[config.mk]
export PLATFORM = sky130hd
export DESIGN_NAME = la_ctrl_regs
export DESIGN_NICKNAME = d
export VERILOG_FILES = /design/src/rtl/la_regs_pkg.sv /design/src/rtl/la_addr_decode.sv /design/src/rtl/la_lock_ctrl.sv /design/src/rtl/la_trig_route.sv /design/src/rtl/la_ctrl_regs.sv
export SDC_FILE = /design/constraint.sdc
export NUM_CORES = 1
export LEC_CHECK = 0
export BUFFER_PORTS_ARGS = -buffer_cell sky130_fd_sc_hd__buf_4
export CORE_MARGIN = 10
export CORE_UTILIZATION = 35
export DETAILED_ROUTE_END_ITERATION = 12
export GPL_TIMING_DRIVEN = 0
export PLACE_DENSITY = 0.73
export SETUP_SLACK_MARGIN = 0.5
export SLEW_MARGIN = 20
export SYNTH_ARGS = -nofsm -noshare
export SYNTH_HDL_FRONTEND = slang
export SYNTH_SLANG_ARGS = --single-unit
[constraint.sdc]
create_clock -name clk -period 2.3 [get_ports clk]
set_clock_uncertainty 0.15 [all_clocks]
set_input_delay 0.46 -clock clk [delete_from_list [all_inputs] [get_ports clk]]
set_output_delay 0.46 -clock clk [all_outputs]
set_load 0.02 [all_outputs]
[src/rtl/la_regs_pkg.sv]
package la_regs_pkg;
  // Byte offsets inside the block
  localparam int unsigned LA_OFF_TRIG = 32'h48;
  localparam int unsigned LA_OFF_DIN  = 32'h4C;
  localparam int unsigned LA_OFF_DOUT = 32'h50;
  localparam int unsigned LA_OFF_LOCK = 32'h54;

  typedef enum logic [2:0] {
    RS_NONE,
    RS_TRIG,
    RS_DIN,
    RS_DOUT,
    RS_LOCK
  } reg_sel_e;
endpackage

[src/rtl/la_addr_decode.sv]
module la_addr_decode
  import la_regs_pkg::*;
#(
  parameter int unsigned ADDR_W = 8
) (
  input  logic [ADDR_W-1:0] addr,
  output reg_sel_e          sel
);
  always_comb begin
    unique case (addr)
      ADDR_W'(LA_OFF_TRIG): sel = RS_TRIG;
      ADDR_W'(LA_OFF_DIN):  sel = RS_DIN;
      ADDR_W'(LA_OFF_DOUT): sel = RS_DOUT;
      ADDR_W'(LA_OFF_LOCK): sel = RS_LOCK;
      default:              sel = RS_NONE;
    endcase
  end
endmodule

[src/rtl/la_lock_ctrl.sv]
module la_lock_ctrl (
  input  logic clk,
  input  logic rst_n,
  input  logic wr_lock,
  input  logic set_bit,
  output logic locked
);
  logic lock_q;
  logic lock_set_evt;

  // Only a write carrying a 1 consumes the single write
  assign lock_set_evt = wr_lock && set_bit && !lock_q;

  always_ff @(posedge clk or negedge rst_n) begin
    if (!rst_n)            lock_q <= 1'b0;
    else if (lock_set_evt) lock_q <= 1'b1;
  end

  assign locked = lock_q;

  // the lock never falls back while out of reset
  p_lock_sticky_r7: assert property (@(posedge clk) disable iff (!rst_n)
    lock_q |=> lock_q);

  // the lock only rises after a write with bit 0 set
  p_lock_cause_r5: assert property (@(posedge clk) disable iff (!rst_n)
    $rose(lock_q) |-> $past(wr_lock && set_bit));
endmodule

[src/rtl/la_trig_route.sv]
module la_trig_route #(
  parameter int unsigned N_ELEM = 16,
  localparam int unsigned SEL_W = $clog2(N_ELEM)
) (
  input  logic              clk,
  input  logic              rst_n,
  input  logic              cfg_en,
  input  logic [SEL_W-1:0]  cfg_sel,
  input  logic [N_ELEM-1:0] elem_out,
  output logic              start
);
  logic [N_ELEM-1:0] hot;
  logic              picked;
  logic              trig_lvl;
  logic              lvl_q;
  logic              start_q;

  // One-hot AND-OR selection of the routed element
  for (genvar g = 0; g < N_ELEM; g++) begin : g_sel
    assign hot[g] = (cfg_sel == SEL_W'(g));
  end

  assign picked   = |(hot & elem_out);
  assign trig_lvl = cfg_en && picked;

  always_ff @(posedge clk or negedge rst_n) begin
    if (!rst_n) begin
      lvl_q   <= 1'b0;
      start_q <= 1'b0;
    end else begin
      lvl_q   <= trig_lvl;
      start_q <= trig_lvl && !lvl_q;
    end
  end

  assign start = start_q;

  // a start pulse lasts a single cycle
  p_pulse_single_r8: assert property (@(posedge clk) disable iff (!rst_n)
    start_q |=> !start_q);

  // a pulse needs the enable bit set at the edge that launched it
  p_pulse_needs_en_r9: assert property (@(posedge clk) disable iff (!rst_n)
    start_q |-> $past(cfg_en));
endmodule

[src/rtl/la_ctrl_regs.sv]
module la_ctrl_regs
  import la_regs_pkg::*;
#(
  parameter int unsigned ADDR_W = 8,
  parameter int unsigned DATA_W = 32,
  parameter int unsigned N_ELEM = 16,
  localparam int unsigned SEL_W = $clog2(N_ELEM),
  localparam int unsigned EN_BIT = SEL_W
) (
  input  logic              clk,
  input  logic              rst_n,
  input  logic [ADDR_W-1:0] bus_addr,
  input  logic              bus_we,
  input  logic [DATA_W-1:0] bus_wdata,
  output logic [DATA_W-1:0] bus_rdata,
  input  logic [N_ELEM-1:0] elem_out_i,
  output logic [N_ELEM-1:0] elem_in_o,
  output logic              conv_start_o
);
  reg_sel_e          rsel;
  logic              locked;
  logic              wr_trig;
  logic              wr_din;
  logic              wr_lock;
  logic              trig_en;
  logic [SEL_W-1:0]  trig_sel;
  logic [N_ELEM-1:0] din_q;
  logic              unused_wdata_hi;

  // Pack the trigger fields into a bus word
  function automatic logic [DATA_W-1:0] trig_word(input logic en,
                                                  input logic [SEL_W-1:0] sel);
    logic [DATA_W-1:0] w;
    w            = '0;
    w[SEL_W-1:0] = sel;
    w[EN_BIT]    = en;
    return w;
  endfunction

  // Zero-extend an element-wide word to the bus
  function automatic logic [DATA_W-1:0] elem_word(input logic [N_ELEM-1:0] v);
    return DATA_W'(v);
  endfunction

  la_addr_decode #(.ADDR_W(ADDR_W)) i_dec (
    .addr (bus_addr),
    .sel  (rsel)
  );

  assign wr_trig = bus_we && (rsel == RS_TRIG) && !locked;
  assign wr_din  = bus_we && (rsel == RS_DIN);
  assign wr_lock = bus_we && (rsel == RS_LOCK);

  la_lock_ctrl i_lock (
    .clk     (clk),
    .rst_n   (rst_n),
    .wr_lock (wr_lock),
    .set_bit (bus_wdata[0]),
    .locked  (locked)
  );

  always_ff @(posedge clk or negedge rst_n) begin
    if (!rst_n) begin
      trig_en  <= 1'b0;
      trig_sel <= '0;
    end else if (wr_trig) begin
      trig_en  <= bus_wdata[EN_BIT];
      trig_sel <= bus_wdata[SEL_W-1:0];
    end
  end

  always_ff @(posedge clk or negedge rst_n) begin
    if (!rst_n)      din_q <= '0;
    else if (wr_din) din_q <= bus_wdata[N_ELEM-1:0];
  end

  assign elem_in_o = din_q;

  always_comb begin
    unique case (rsel)
      RS_TRIG: bus_rdata = trig_word(trig_en, trig_sel);
      RS_DIN:  bus_rdata = elem_word(din_q);
      RS_DOUT: bus_rdata = elem_word(elem_out_i);
      default: bus_rdata = '0;
    endcase
  end

  // Upper write data bits are reserved; fold them into a sink
  assign unused_wdata_hi = ^bus_wdata[DATA_W-1:N_ELEM];

  la_trig_route #(.N_ELEM(N_ELEM)) i_trig (
    .clk      (clk),
    .rst_n    (rst_n),
    .cfg_en   (trig_en),
    .cfg_sel  (trig_sel),
    .elem_out (elem_out_i),
    .start    (conv_start_o)
  );

  // the trigger configuration is frozen once locked
  p_cfg_frozen_r6: assert property (@(posedge clk) disable iff (!rst_n)
    locked |=> $stable({trig_en, trig_sel}));

  // the input word still takes writes after locking
  p_din_open_r6: assert property (@(posedge clk) disable iff (!rst_n)
    (locked && wr_din) |=> (elem_in_o == $past(bus_wdata[N_ELEM-1:0])));

  // unmapped offsets read as zero
  p_unmapped_zero_r10: assert property (@(posedge clk) disable iff (!rst_n)
    (rsel == RS_NONE) |-> (bus_rdata == '0));

  // the lock offset reads as zero
  p_lock_reads_zero_r5: assert property (@(posedge clk) disable iff (!rst_n)
    (rsel == RS_LOCK) |-> (bus_rdata == '0));
endmodule

* Word level (Yosys, flattened, before mapping)
Index checks and enable logic that the tools add are counted.
** Word-level totals
- Bits in registers :: 24
- Word-level logic and storage cells :: 44
- Input bits :: 59
- Output and inout port bits :: 49
** Cells by class
- Bitwise gates (word level) :: 1
- Mux-type cells :: 2
- Reductions and logical operators :: 12
- Equal/unequal tests :: 23
** Operator list (number)
- $pmux 16 s3 :: 1
- $eq 4x4->1 const B :: 8
- $eq 8x7->1 const B :: 4
- $and 16x16->16 :: 1
- $eq 4x3->1 const B :: 4
- $reduce_or 16->1 :: 1
- $pmux 3 s4 :: 1
- $eq 4x2->1 const B :: 2
- $logic_and 1x1->1 :: 8
- $eq 3x2->1 const B :: 2
- $eq 4x1->1 const B :: 1
- $logic_not 4->1 :: 1
- $eq 3x1->1 const B :: 1
- $eq 3x3->1 const B :: 1
- $logic_not 1->1 :: 2

* Depth between registers and ports, before layout
- Depth after elaboration :: 6
- Gate-level depth with buffers :: 6
- Mapped depth without buffers :: 3

* Modules after synthesis
From an unflattened synthesis, not the netlist that was laid out.
** Second synthesis, totals
- Cells, all modules :: 145
- Area, all modules :: 1592.8 µm²
** Modules (own cells, without submodules)
- la_ctrl_regs :: instances 1, cells each 107, area an instance 1243.7 µm², sequential area each 525.5 µm²
- la_trig_route :: instances 1, cells each 28, area an instance 245.2 µm², sequential area each 50.0 µm²
- la_addr_decode :: instances 1, cells each 8, area an instance 71.3 µm², sequential area each 0.0 µm²
- la_lock_ctrl :: instances 1, cells each 2, area an instance 32.5 µm², sequential area each 25.0 µm²

* Least setup slack after synthesis
No wires, ideal clock.
- Path type :: input-to-output
- From :: input bus_addr[7]
- To :: output bus_rdata[10]
- Data arrival time :: 1961 ps
- Buffers on the path :: 2
- Cell stages on the path :: 5
- Setup slack :: -271 ps
- Data required time :: 1690 ps
- Path through :: or3b_1 -> buf_6 -> nor3_1 -> buf_2 -> a22o_1
** On the way
- Longest elaborated chain between the ends :: 4
- Elaborated cells on any way between the ends :: 9
- Classes of those cells :: eq/ne (7); mux (2)
** Ends and longest elaborated chain
- start, declared :: line la_ctrl_regs.sv:12 : input logic [ADDR_W-1:0] bus_addr,
- $eq 8x7->1 :: line la_addr_decode.sv:10 : unique case (addr)
- $pmux 3 s4 (*) :: line la_addr_decode.sv:10
- $eq 3x2->1 or $eq 3x1->1 (tied branches) :: line la_ctrl_regs.sv:80 : unique case (rsel)
- $pmux 16 s3 (*) :: line la_ctrl_regs.sv:80
- end, declared :: line la_ctrl_regs.sv:15 : output logic [DATA_W-1:0] bus_rdata,
Every way passes the cells marked *; elsewhere a longest branch is shown, timed or not.

* Final worst setup path
- From :: input bus_addr[2]
- To :: output bus_rdata[4]
Same word-level chain as after synthesis.

==> results.md <==
* Hold path depth at 2
* Endpoint, Worst Hold: elem_in_o[6]$_DFFE_PN0P_
* Worst r2r src: i_lock.locked$_DFFE_PN0P_
* Cell count after synthesis at 133
* Hold path start: bus_wdata[6]
* Via count at 1456
* Std cell rows at 24
* Post-route DRC violation count at 0
* Peak VDD IR at 0.385 mV
* First-pass GRT wire length at 7860 um
* Layout cells sized above 1 at 67.6%
* Unrepaired setup endpoints after global routing: yes
* Crit path max fanout at 4
* Peak Freq at 0.403 GHz
* CP delay by family, top: buffers and inverters
* Via-per-instance ratio at 4.87
* Reg-to-reg slack, setup at 570 ps
* Crit path kind: in2out
* Ant diodes at 0
* Worst setup margin at -180 ps
* Tot GR Track Use at 12.9%
* Final Util at 64.4%
* Worst path bufs/invs at 5
* Fill count at 361
* CP endpoint kind: output pin
* Max stage delay cell, worst path: or3_4
* GRT overflow at 0
* Yosys warns at 0
* Worst path max stage delay at 370 ps
* Die footprint at 7580 um2
* Dpl cells at 275
* Area grow syn2layout at 77.9%
* IO Count at 108
* Status: finished with violations
* Wire per inst at 18.2 um
* # nets final at 307
* Seq/Total Area, Yosys at 38.1%
* FF+latch area at 601 um2
* Largest net degree at the start of global routing at 25
* PortBufs at 75
* Largest cells by area after synthesis: dfrtp_1 38%, mux2_4 14%, buf_4 7.6%
* Most instantiated cells after synthesis: 24 x dfrtp_1, 16 x buf_4, 15 x mux2_4
* Multi-input logic area at 960 um2
* TritonCTS clock tree: yes
* Async set-or-reset flop fraction in the synthesized netlist at 100%
* Period utilization at 108%
* Syn Area/Cell at 11.8 um2
* Synth Register Bits at 24
* Detail Placement HPWL at 3950 um
* Htree depth at 1
* LEAKAGE at 1.49 nW
* Min-Delay Path Class: in2reg
* Clock sinks at 24
* Detailed Route Iter0 Violations at 77
* Routed Wire Length at 5440 um
* Initial core utilization at 36.2%
* Layout Cells excl Fill at 299
* Post-synth top area share at 38.1%
* Cell area after technology mapping at 1580 um2
* Height of the die at 87.1 um
* Violated checks: negative setup slack
* Die span in x at 87.1 um
* Crit path time final at 2480 ps
* Root Driver: clkbuf_8
* CTS Buf Count at 3
* Antenna violations before repair at 0
* Core Area at 4350 um2
* EDFF count, synth at 0
* Worst EP required at 1690 ps
* Clock tree buffer depth at 2
* Synth unique cells at 29
* Power Density at 341 nW/um2
* Antenna-violating nets left at 0
* Final Max Slew Viols at 0
* Final Hold Vio Count at 0
* Drt first pass iters at 4
* Top FF cell, synth: dfrtp_1
* RePlAce Congestion at 0.769
* Reg2reg end: trig_sel[2]$_DFFE_PN0P_
* Worst Reg-to-Reg Cells at 4
* Max Cap Viol at 0
* Worst slack at placement at -474 ps
* Worst-path clk slew at 80 ps
* CP arrival at 1870 ps
* Vias in the first global route at 1535
* Cell taking the most area after synthesis: dfrtp_1
* Count leader, synth: dfrtp_1
* Total power at 0.957 mW
* Crit path cell chain: buf_6 -> or3_4 -> buf_6 -> nor4_4 -> buf_6 -> buf_6 -> a221o_1 -> buf_6
* Worst setup SP type: input pin
* CP most frequent cell: buf_6
* Final setup fails at 16
* Skew-Pair Late Insertion Delay at 260 ps
-- report_power, final --
| part | total (mW) | switching (mW) | internal, mW | leakage [nW] |
|---|---|---|---|---|
| combinational | 0.226 | 0.103 | 0.123 | 1.13 |
| clock | 0.282 | 0.130 | 0.153 | 0.0288 |
| sequential | 0.449 | 0.0139 | 0.435 | 0.327 |
| total | 0.957 | 0.247 | 0.710 | 1.49 |
-- sequential cells by signal, indices dropped and copies added, names as in the netlist --
register	count
trig_sel	4
trig_en	1
i_trig.lvl_q	1
i_trig.start	1
elem_in_o	16
i_lock.locked	1
-- worst max path at each step --
stage                     start             to  slack [ps]  cells past startpoint
floorplan           bus_addr[2]  bus_rdata[10]         -40                      5
global placement    bus_addr[2]  bus_rdata[14]        -450                      7
detailed placement  bus_addr[2]  bus_rdata[10]        -470                      7
CTS                 bus_addr[2]   bus_rdata[4]        -160                      8
global route        bus_addr[2]   bus_rdata[4]        -270                      8
finish              bus_addr[2]   bus_rdata[4]        -180                      8
-- metrics by stage --
stage / hold slack (ps) / TNS [ps] / area (um2)
floorplan: 14.4 / -438 / 1750
global placement: 235 / -6960 / 2380
global route: 258 / -3450 / 2800
finish: 273 / -2260 / 2800
CTS: 269 / -2090 / 2610
detailed placement: 234 / -7400 / 2380
-- cells by family after synthesis --
family	Yosys count	synth area share [%]
and+or+nand+nor	22	9.77
other	1	0.238
muxes	29	24.0
buffers and inverters	33	14.5
DFF	24	38.1
AOI/OAI and AO/OA	24	13.4
-- cell usage in the layout (no fill, tap or decap) --
| cell type | netlist | final |
|---|---|---|
| clkbuf_8 | 0 | 4 |
| mux2_4 | 15 | 21 |
| a22o_1 | 11 | 1 |
| a22o_4 | 0 | 10 |
| clkbuf_2 | 0 | 2 |
| nor4bb_1 | 1 | 1 |
| o22ai_1 | 3 | 3 |
| nand2b_1 | 4 | 4 |
| nor4_2 | 1 | 1 |
| conb_1 | 1 | 16 |
| or3b_4 | 0 | 2 |
| or3_4 | 1 | 1 |
| or4_4 | 1 | 1 |
| mux2i_1 | 4 | 4 |
| dfrtp_1 | 24 | 24 |
| mux2_2 | 10 | 4 |
| o221ai_1 | 1 | 1 |
| or3b_2 | 1 | 1 |
| clkbuf_16 | 0 | 1 |
| nor4_4 | 0 | 2 |
| nor2_1 | 1 | 1 |
| buf_4 | 16 | 76 |
| o41ai_1 | 1 | 1 |
| inv_1 | 8 | 8 |
| nor3_4 | 0 | 1 |
| nor4_1 | 5 | 3 |
| dlygate4sd3_1 | 0 | 1 |
| nor2b_1 | 1 | 1 |
| buf_6 | 4 | 37 |
| o32ai_1 | 1 | 1 |
| nand2_1 | 3 | 3 |
| buf_12 | 0 | 3 |
| a221o_1 | 7 | 7 |
-- layout make-up --
class	instances	share of cell area (%)
Clock buffer	4	1.96
Tap cell	52	2.32
Sequential cell	24	21.4
Timing Repair Buffer	95	30.6
Multi-Input combinational cell	91	34.2
Buffer	25	8.39
Inverter	8	1.07
-- routing by layer --
metal | share of wire, % | track usage, % | vias to the layer above | wire, um
met4 | 0.40 | 1.47 | 0 | 22
met3 | 9.3 | 5.99 | 4 | 504
met2 | 54 | 23.0 | 63 | 2920
met5 | 0 | 0 | - | 0
met1 | 37 | 13.8 | 701 | 2000
li1 | - | - | 688 | -
-- what timing repair did --
item                                    CTS  global route
setup buffers                             6            11
hold buffers                              1             0
endpoints found under the setup margin   38            37
resized for setup                        32            21
gates cloned                              0             2
hold endpoints to repair                 24             0
pin swaps                                 3             8
No activity file was read; power rests on OpenSTA's default activity.
